<file path="src/rtl/vpa_pkg.sv">
package vpa_pkg;
   localparam int PRIO_W = 8;
   typedef logic [PRIO_W-1:0] prio_t;

   function automatic logic [3:0] prio_class(input prio_t p);
      return p[7:4];
   endfunction
endpackage

</file>
<file path="src/rtl/vpa_hi_find.sv">
module vpa_hi_find #(
   parameter int NUM_BITS = 256,
   parameter int WORD_W   = 32,
   localparam int IDX_W   = $clog2(NUM_BITS),
   localparam int NWORDS  = NUM_BITS / WORD_W,
   localparam int BIT_W   = $clog2(WORD_W)
) (
   input  logic [NUM_BITS-1:0] bits,
   output logic                found,
   output logic [IDX_W-1:0]    idx
);
   if (NUM_BITS % WORD_W != 0) begin : g_bad_split
      $error("NUM_BITS must be a multiple of WORD_W");
   end
   if ((1 << BIT_W) != WORD_W) begin : g_bad_word
      $error("WORD_W must be a power of two");
   end

   logic [NWORDS-1:0] word_hit;
   logic [BIT_W-1:0]  word_pos [NWORDS];

   for (genvar w = 0; w < NWORDS; w++) begin : g_word
      always_comb begin
         word_hit[w] = 1'b0;
         word_pos[w] = '0;
         for (int b = 0; b < WORD_W; b++) begin
            if (bits[w*WORD_W + b]) begin
               word_hit[w] = 1'b1;
               word_pos[w] = BIT_W'(b);
            end
         end
      end
   end

   always_comb begin
      found = 1'b0;
      idx   = '0;
      for (int w = 0; w < NWORDS; w++) begin
         if (word_hit[w]) begin
            found = 1'b1;
            idx   = IDX_W'(w * WORD_W) | IDX_W'(word_pos[w]);
         end
      end
   end


   always_comb begin
      if (found) begin
         hit_is_set_chk: assert (bits[idx]);
      end
   end

   always_comb begin
      if (!found) begin
         miss_is_empty_chk: assert (bits == '0);
      end
   end
endmodule

</file>
<file path="src/rtl/vpa_ppr.sv">
module vpa_ppr
   import vpa_pkg::*;
(
   input  prio_t tpr,
   input  logic  isr_found,
   input  prio_t isr_top,
   output prio_t ppr
);
   always_comb begin
      if (isr_found && (prio_class(tpr) < prio_class(isr_top)))
         ppr = {prio_class(isr_top), 4'h0};
      else
         ppr = tpr;
   end


   always_comb begin
      ppr_floor_chk: assert (prio_class(ppr) >= prio_class(tpr));
   end
endmodule

</file>
<file path="src/rtl/vpa_arbiter.sv">
module vpa_arbiter
   import vpa_pkg::*;
#(
   parameter int NUM_VEC         = 256,
   parameter int WORD_W          = 32,
   parameter int SVR_W           = 16,
   parameter bit DIRECTED_EOI_EN = 1'b1,
   localparam int VEC_W          = $clog2(NUM_VEC)
) (
   input  logic             clk,
   input  logic             rst_n,
   input  logic             set_valid,
   input  logic [VEC_W-1:0] set_vector,
   input  logic             set_level,
   input  logic             ack,
   input  logic             eoi,
   input  logic [7:0]       tpr,
   input  logic             svr_wr,
   input  logic [SVR_W-1:0] svr_wdata,
   output logic             irq,
   output logic             ack_valid,
   output logic [7:0]       ack_vector,
   output logic             ack_spurious,
   output logic             eoi_bcast,
   output logic [VEC_W-1:0] eoi_vector
);
   localparam logic [SVR_W-1:0] SVR_RST = SVR_W'(16'h00FF);

   if ((1 << VEC_W) != NUM_VEC || NUM_VEC < 16 || NUM_VEC > 256) begin : g_bad_nvec
      $error("NUM_VEC must be a power of two between 16 and 256");
   end
   if (SVR_W < 13) begin : g_bad_svr
      $error("SVR_W must hold bit 12");
   end

   logic [NUM_VEC-1:0] irr_q, isr_q, tmr_q;
   logic [NUM_VEC-1:0] irr_d, isr_d, tmr_d;
   logic [NUM_VEC-1:0] set_bit, grant_bit, retire_bit;
   logic [SVR_W-1:0]   svr_q, svr_keep;
   logic               dir_eoi;

   // Variant: keep or drop the directed bit of the spurious-vector value
   if (DIRECTED_EOI_EN) begin : g_dir
      assign svr_keep = SVR_W'(16'h11FF);
      assign dir_eoi  = svr_q[12];
   end else begin : g_nodir
      assign svr_keep = SVR_W'(16'h01FF);
      assign dir_eoi  = 1'b0;
   end

   logic             irr_found, isr_found;
   logic [VEC_W-1:0] irr_idx, isr_idx;
   prio_t            irr_top, isr_top, ppr;

   vpa_hi_find #(.NUM_BITS(NUM_VEC), .WORD_W(WORD_W)) u_irr_find (
      .bits(irr_q), .found(irr_found), .idx(irr_idx));
   vpa_hi_find #(.NUM_BITS(NUM_VEC), .WORD_W(WORD_W)) u_isr_find (
      .bits(isr_q), .found(isr_found), .idx(isr_idx));

   assign irr_top = prio_t'(irr_idx);
   assign isr_top = prio_t'(isr_idx);

   vpa_ppr u_ppr (
      .tpr(tpr), .isr_found(isr_found), .isr_top(isr_top), .ppr(ppr));

   always_comb begin
      irq = svr_q[8] && irr_found &&
            ((ppr == '0) || (prio_class(irr_top) > prio_class(ppr)));
   end

   always_comb begin
      set_bit    = '0;
      grant_bit  = '0;
      retire_bit = '0;
      if (set_valid)       set_bit[set_vector] = 1'b1;
      if (ack && irq)      grant_bit[irr_idx]  = 1'b1;
      if (eoi && isr_found) retire_bit[isr_idx] = 1'b1;
   end

   always_comb begin
      irr_d = (irr_q & ~grant_bit) | set_bit;
      isr_d = (isr_q & ~retire_bit) | grant_bit;
      if (!set_valid)     tmr_d = tmr_q;
      else if (set_level) tmr_d = tmr_q | set_bit;
      else                tmr_d = tmr_q & ~set_bit;
   end

   always_ff @(posedge clk) begin
      if (!rst_n) begin
         irr_q        <= '0;
         isr_q        <= '0;
         tmr_q        <= '0;
         svr_q        <= SVR_RST;
         ack_valid    <= 1'b0;
         ack_vector   <= '0;
         ack_spurious <= 1'b0;
         eoi_bcast    <= 1'b0;
         eoi_vector   <= '0;
      end else begin
         irr_q     <= irr_d;
         isr_q     <= isr_d;
         tmr_q     <= tmr_d;
         ack_valid <= ack;
         eoi_bcast <= 1'b0;
         if (svr_wr) svr_q <= svr_wdata & svr_keep;
         if (ack) begin
            if (irq) begin
               ack_vector   <= irr_top;
               ack_spurious <= 1'b0;
            end else begin
               ack_vector   <= svr_q[7:0];
               ack_spurious <= 1'b1;
            end
         end
         if (eoi && isr_found && tmr_q[isr_idx] && !dir_eoi) begin
            eoi_bcast  <= 1'b1;
            eoi_vector <= isr_idx;
         end
      end
   end


   ack_grant_chk: assert property (@(posedge clk) disable iff (!rst_n)
      (ack && irq) |=> (ack_valid && !ack_spurious));

   ack_spur_chk: assert property (@(posedge clk) disable iff (!rst_n)
      (ack && !irq) |=> (ack_valid && ack_spurious));

   bcast_cause_chk: assert property (@(posedge clk) disable iff (!rst_n)
      eoi_bcast |-> $past(eoi));

   eoi_empty_chk: assert property (@(posedge clk) disable iff (!rst_n)
      (eoi && !isr_found) |=> !eoi_bcast);

   irq_enable_chk: assert property (@(posedge clk) disable iff (!rst_n)
      irq |-> (svr_q[8] && irr_q != '0));
endmodule

</file>
<file path="config.mk">
export PLATFORM = sky130hd
export DESIGN_NAME = vpa_arbiter
export DESIGN_NICKNAME = d
export VERILOG_FILES = /design/src/rtl/vpa_pkg.sv /design/src/rtl/vpa_hi_find.sv /design/src/rtl/vpa_ppr.sv /design/src/rtl/vpa_arbiter.sv
export SDC_FILE = /design/constraint.sdc
export NUM_CORES = 2
export LEC_CHECK = 0
export ABC_AREA = 1
export BUFFER_PORTS_ARGS = -buffer_cell sky130_fd_sc_hd__buf_4
export CAP_MARGIN = 15
export CORE_MARGIN = 2
export CORE_UTILIZATION = 50
export DETAILED_ROUTE_END_ITERATION = 12
export GPL_ROUTABILITY_DRIVEN = 1
export HOLD_SLACK_MARGIN = 0.08
export PLACE_DENSITY = 0.66
export SETUP_SLACK_MARGIN = 0.5
export SLEW_MARGIN = 10
export SYNTH_ARGS = -nofsm -noshare
export SYNTH_HDL_FRONTEND = slang
export SYNTH_SLANG_ARGS = --single-unit
</file>
<file path="constraint.sdc">
create_clock -name clk -period 8.4 [get_ports clk]
set_input_delay 1.68 -clock clk [delete_from_list [all_inputs] [get_ports clk]]
set_output_delay 1.68 -clock clk [all_outputs]
set_load 0.03 [all_outputs]
</file>
# After elaboration in Yosys (flattened, before gate mapping)
# Cells that the tools add are included.
# Widths: inputs -> output; s select.
[classes]
n_lt_le_gt_ge = 8
n_bitwise = 9
reduce_logical = 13
n_mux = 1056
[op_table]
columns = ["operator", "count"]
rows = [
  ["$mux 5", 286],
  ["$mux 256", 4],
  ["$and 256x256->256", 3],
  ["$not 256->256", 3],
  ["$or 256x256->256", 3],
  ["$mux 1", 550],
  ["$mux 4", 112],
  ["$mux 3", 56],
  ["$mux 8", 10],
  ["$mux 2", 28],
  ["$mux 7", 4],
  ["$lt 8x9->1 const B", 3],
  ["$demux 1 s8", 3],
  ["$ge 8x1->1 const B", 3],
  ["$mux 6", 2],
  ["$logic_and 1x1->1", 10],
  ["$bmux 1 s8", 1],
  ["$logic_not 8->1", 1],
  ["$gt 4x4->1", 1],
  ["$lt 4x4->1", 1],
  ["$logic_not 1->1", 1],
  ["$logic_or 1x1->1", 1],
]
[totals]
elab_cells = 1095
in_bits = 39
register_bits = 797
out_inout_bits = 20

# Depth between registers and ports, before layout
[logic_depth]
ltp_word = 51
ltp_mapped = 56

# Modules after synthesis
# A second synthesis with hierarchy kept.
[unflattened]
hier_cells = 6319
hier_area_um2 = 39736.9
[modules_own_cells]
columns = ["module", "cells_per_inst", "seq_area_each_um2", "instances", "area_each_um2"]
rows = [
  ["vpa_arbiter", 4623, 15955.3, 1, 32555.0],
  ["vpa_hi_find", 831, 0.0, 2, 3485.8],
  ["vpa_ppr", 34, 0.0, 1, 210.2],
]

# Worst setup path after synthesis
# No wires, ideal clock.
[synth_timing]
path_kind = "in2out"
start = "in tpr[5]"
end = "out irq"
path_stages = 17
required_time_ns = 6.720
n_path_buf = 1
arrival_ns = 3.810
setup_slack_ns = 2.910
cell_sequence = "ha_1 -> o21ai_1 -> inv_1 -> o211ai_2 -> nand3_2 -> clkinv_2 -> nand2_1 -> o21ai_0 -> ha_1 -> nand2_1 -> o21bai_1 -> nand2_1 -> o21ai_0 -> nand2_1 -> nand2_2 -> clkbuf_1 -> inv_1"
[synth_between]
elab_chain_len = 6
elab_cells_between_ends = 7
classes_between = "order compare (2); mux (1); reduce/logical (4)"
[synth_rtl]
columns = ["element", "line", "text"]
rows = [
  ["start: declaration", "vpa_arbiter.sv:17", "input logic [7:0] tpr,"],
  ["$lt 4x4->1", "vpa_ppr.sv:10", "if (isr_found && (prio_class(tpr) < prio_class(isr_top)))"],
  ["$logic_and 1x1->1", "vpa_ppr.sv:10", ""],
  ["$mux 8 (*)", "vpa_ppr.sv:10", ""],
  ["$gt 4x4->1 or $logic_not 8->1 (tied branches)", "vpa_arbiter.sv:68", "((ppr == '0) || (prio_class(irr_top) > prio_class(ppr)));"],
  ["$logic_or 1x1->1 (*)", "vpa_arbiter.sv:68", ""],
  ["$logic_and 1x1->1 (*)", "vpa_arbiter.sv:67", "irq = svr_q[8] && irr_found &&"],
  ["end: declaration", "vpa_arbiter.sv:20", "output logic irq,"],
]
# Mark *: on every way between the ends. The rest lies on a longest branch, timed or not.

# Worst setup path after layout
[layout_timing]
start = "reg isr_q[36]"
end = "out irq"
[layout_between]
elab_chain_len = 41
elab_cells_between_ends = 49
classes_between = "order compare (2); mux (43); reduce/logical (4)"
[layout_rtl]
columns = ["element", "line", "text"]
rows = [
  ["start: declaration", "vpa_arbiter.sv:36", "logic [NUM_VEC-1:0] irr_q, isr_q, tmr_q;"],
  ["start signal: assignment", "vpa_arbiter.sv:101", "isr_q <= isr_d;"],
  ["$mux 1 (*) (28 in series)", "vpa_hi_find.sv:27", "if (bits[w*WORD_W + b]) begin"],
  ["$mux 6", "vpa_hi_find.sv:39", "if (word_hit[w]) begin"],
  ["$mux 7 (2 in series)", "vpa_hi_find.sv:39", ""],
  ["$mux 8 (4 in series)", "vpa_hi_find.sv:39", ""],
  ["$lt 4x4->1", "vpa_ppr.sv:10", ""],
  ["$logic_and 1x1->1", "vpa_ppr.sv:10", ""],
  ["$mux 8 (*)", "vpa_ppr.sv:10", ""],
  ["$gt 4x4->1 or $logic_not 8->1 (tied branches)", "vpa_arbiter.sv:68", ""],
  ["$logic_or 1x1->1 (*)", "vpa_arbiter.sv:68", ""],
  ["$logic_and 1x1->1 (*)", "vpa_arbiter.sv:67", ""],
]
# Marked as above.

==> run metrics <==
clock slew at reported path FFs 0.06 ns; critical path capture point type output port; hold_buf cts 0; pwr/cell area 199 mW/mm2; Worst path max stage delay 0.79 ns; clk sinks 797; Die Ht 283 um; row cnt 102; FF+latch count, synth 797; core area 0.0773 mm2; static leakage 17.9 nW; part of the Yosys area used for sequential elements 40.9%; Hold Path Depth 2; Final HPWL DP 103 mm; Flop pwr share 44.0%; Routed wire per std cell 22.0 um; Max Clk Rate 0.132 GHz; Hold Vio Cnt, Final 0; Ys Warns 0; register area 0.0160 mm2; final count of negative-setup-slack endpoints 0; dpl cells 7,060; RSZ-0062 raised after global routing no; Clock power frac 48.3%; # fillers 7,846; Tcrit/Tclk final 90.4%; area of the multi-input gates 0.0192 mm2; Top Ports 59; Final min period 7.59 ns; setup TNS 0 ns; ys flop type dfxtp_1; TritonCTS Buffers 88; global-route wire length before repair 232 mm; Max Buffers Root-to-Sink 3; HP Class reg2reg; Total GRT Usage 38.4%; DRT Pass-1 Iters 6; FF-to-FF Start isr_q[36]$_SDFF_PN0_; H-tree lvl count 3; CP delay by family, top simple AND/OR/NAND/NOR gates; CTS tree built; initial core utilization 50.5%; initial antenna violation count 7; GRT Residual Overflow 0; critical path class reg2out; status completed; Worst R2R Setup Slack 1.75 ns; clk_lat worst skew 0.67 ns; post-synthesis cell type count 54; Util after Layout 56.1%; post-DR vias/cell 5.62; crit path launch type flip-flop; Port Buffer Count 52; syn_area_per_cell 6.33 um2; syn nets 6,212; DRC Markers 0; r2r worst-path depth 31; Synth Instances 6,166; Post-synth EDFFs 0; Worst-Margin Slew 1.28 ns; largest net degree at the start of global routing 199; Iteration-0 DRC Markers 5,401; Comb power frac 7.7%; Buffers & Inverters on Critical Path 5; most frequent cells in the layout nand2_1, nor2_1, dfxtp_1, inv_1, a21oi_1; commonest non-fill, non-tap cell in the layout nand2_1; drt total wl 159 mm; Mapped Area 0.0391 mm2; Peak VDD IR 157 uV; clk_skew 0.0311 ns; Crit path top cell by count nand2_1; maxcap violations 0; Resized cells post-CTS 0; proportion of layout cells with a drive suffix above 1 5.60%; R2R Path End eoi_vector[6]$_SDFFE_PN0P_; switch share 26.1%; Layout area overhead 11.2%; Int Pwr 6.39 mW; Slew Limit Headroom 13.6%; Non-Filler Instances 7,222; Crit path required time 6.72 ns; die area 0.0804 mm2; root buf cell clkbuf_16; Net Switching 2.26 mW; CP arrival 5.91 ns; die width 283 um; Min Hold Slack 0.452 ns; max-slew violations 0; CP Max Fanout 12; Worst path slowest cell nor4_1; Synth async-reset ratio 0%; vias in the first global route 36.1k; Nets 6,156; ANT nets after route 0; Vias 40.6k; RePlAce Congestion 1.03; Post CTS Setup Buffer Count 0
[cell type report]
type	count	area share [%]
Clock buffer	127	6.01
Tap cell	1040	3.00
Antenna cell	2	0.0115
Multi-Input combinational cell	4344	44.3
Sequential cell	797	36.7
Clock inverter	33	1.08
Inverter	752	6.52
Timing Repair Buffer	127	2.33
[tightest hold or removal path, stage by stage (launching register included)]
cell,delay (ns)
dfxtp_1,0.30
inv_1,0.06
a21oi_1,0.05
[per-layer routing]
| metal | vias up | part of all wire, % | global-route usage [%] | wire [um] |
|---|---|---|---|---|
| met2 | 2143 | 41 | 55.8 | 65000 |
| met5 | - | 0.0082 | 0 | 13 |
| li1 | 19400 | - | - | - |
| met4 | 2 | 6.4 | 21.1 | 10200 |
| met3 | 449 | 12 | 8.26 | 19100 |
| met1 | 18500 | 41 | 53.0 | 64600 |
[kinds of logic (layout without fill, tap and decap cells)]
family / Yosys count / in the layout / share of synthesized area (%)
other: 0 / 2 / 0
DFF: 797 / 797 / 40.9
buffers and inverters: 1025 / 1039 / 10.2
and+or+nand+nor: 2921 / 2921 / 29.9
AOI/OAI and AO/OA: 1416 / 1416 / 18.8
adders and majority gates: 7 / 7 / 0.224
[metrics by stage]
stage	total power, mW	area (um2)	setup WS, ns
final	8.64	43400	0.807
after global routing	8.81	43400	0.542
after CTS	8.61	43400	1.01
after detailed placement	4.52	40300	1.72
after global placement	4.52	40300	1.75
after floorplan	4.21	39100	2.91
[power by group through the flow]
| stage | clock network (mW) | registers (mW) | logic [mW] |
|---|---|---|---|
| final | 4.18 | 3.80 | 0.667 |
| after global routing | 4.34 | 3.80 | 0.679 |
| after CTS | 4.17 | 3.80 | 0.636 |
| after detailed placement | 0 | 3.88 | 0.635 |
| after global placement | 0 | 3.88 | 0.634 |
| after floorplan | 0 | 3.89 | 0.318 |
[worst max path at each step]
stage          end  depth (start not counted)  slack (ns)                 start
6_report       irq                         26        0.81  isr_q[36]$_SDFF_PN0_
5_1_grt        irq                         26        0.54  isr_q[36]$_SDFF_PN0_
4_1_cts        irq                         26        1.01  isr_q[36]$_SDFF_PN0_
3_5_place_dp   irq                         26        1.72  isr_q[36]$_SDFF_PN0_
3_3_place_gp   irq                         26        1.75  isr_q[36]$_SDFF_PN0_
2_1_floorplan  irq                         17        2.91                tpr[5]
[cell usage after synthesis, types with 2 or more instances]
library cell	n	area [um2]
clkbuf_1	200	751
o31ai_1	12	90.1
nand3_1	65	325
nand3_2	3	30.0
a2111oi_0	2	17.5
nand2_1	1494	5610
a32oi_1	2	17.5
a21boi_0	5	37.5
o311ai_0	10	87.6
nand3b_1	67	503
or2_2	5	31.3
nand3_4	2	35.0
o41ai_1	2	17.5
nand2_2	5	31.3
ha_1	7	87.6
o21ai_1	21	105
buf_4	12	90.1
o21ai_2	2	17.5
nor4_1	18	113
o21a_1	2	15.0
dfxtp_1	797	16000
a21oi_1	696	3480
a31oi_1	20	125
nor2_2	5	31.3
nor2_4	13	146
a311oi_1	2	17.5
o21ai_0	603	3020
buf_2	38	190
nor3_1	55	275
o211ai_1	5	37.5
buf_6	4	45.0
buf_1	19	71.3
nor2_1	1161	4360
inv_1	748	2810
inv_2	2	7.51
or4_1	2	15.0
or2_1	3	18.8
o21bai_1	22	165
nand4_1	18	113
o221ai_1	3	26.3
(Power assumes the default switching activity.)
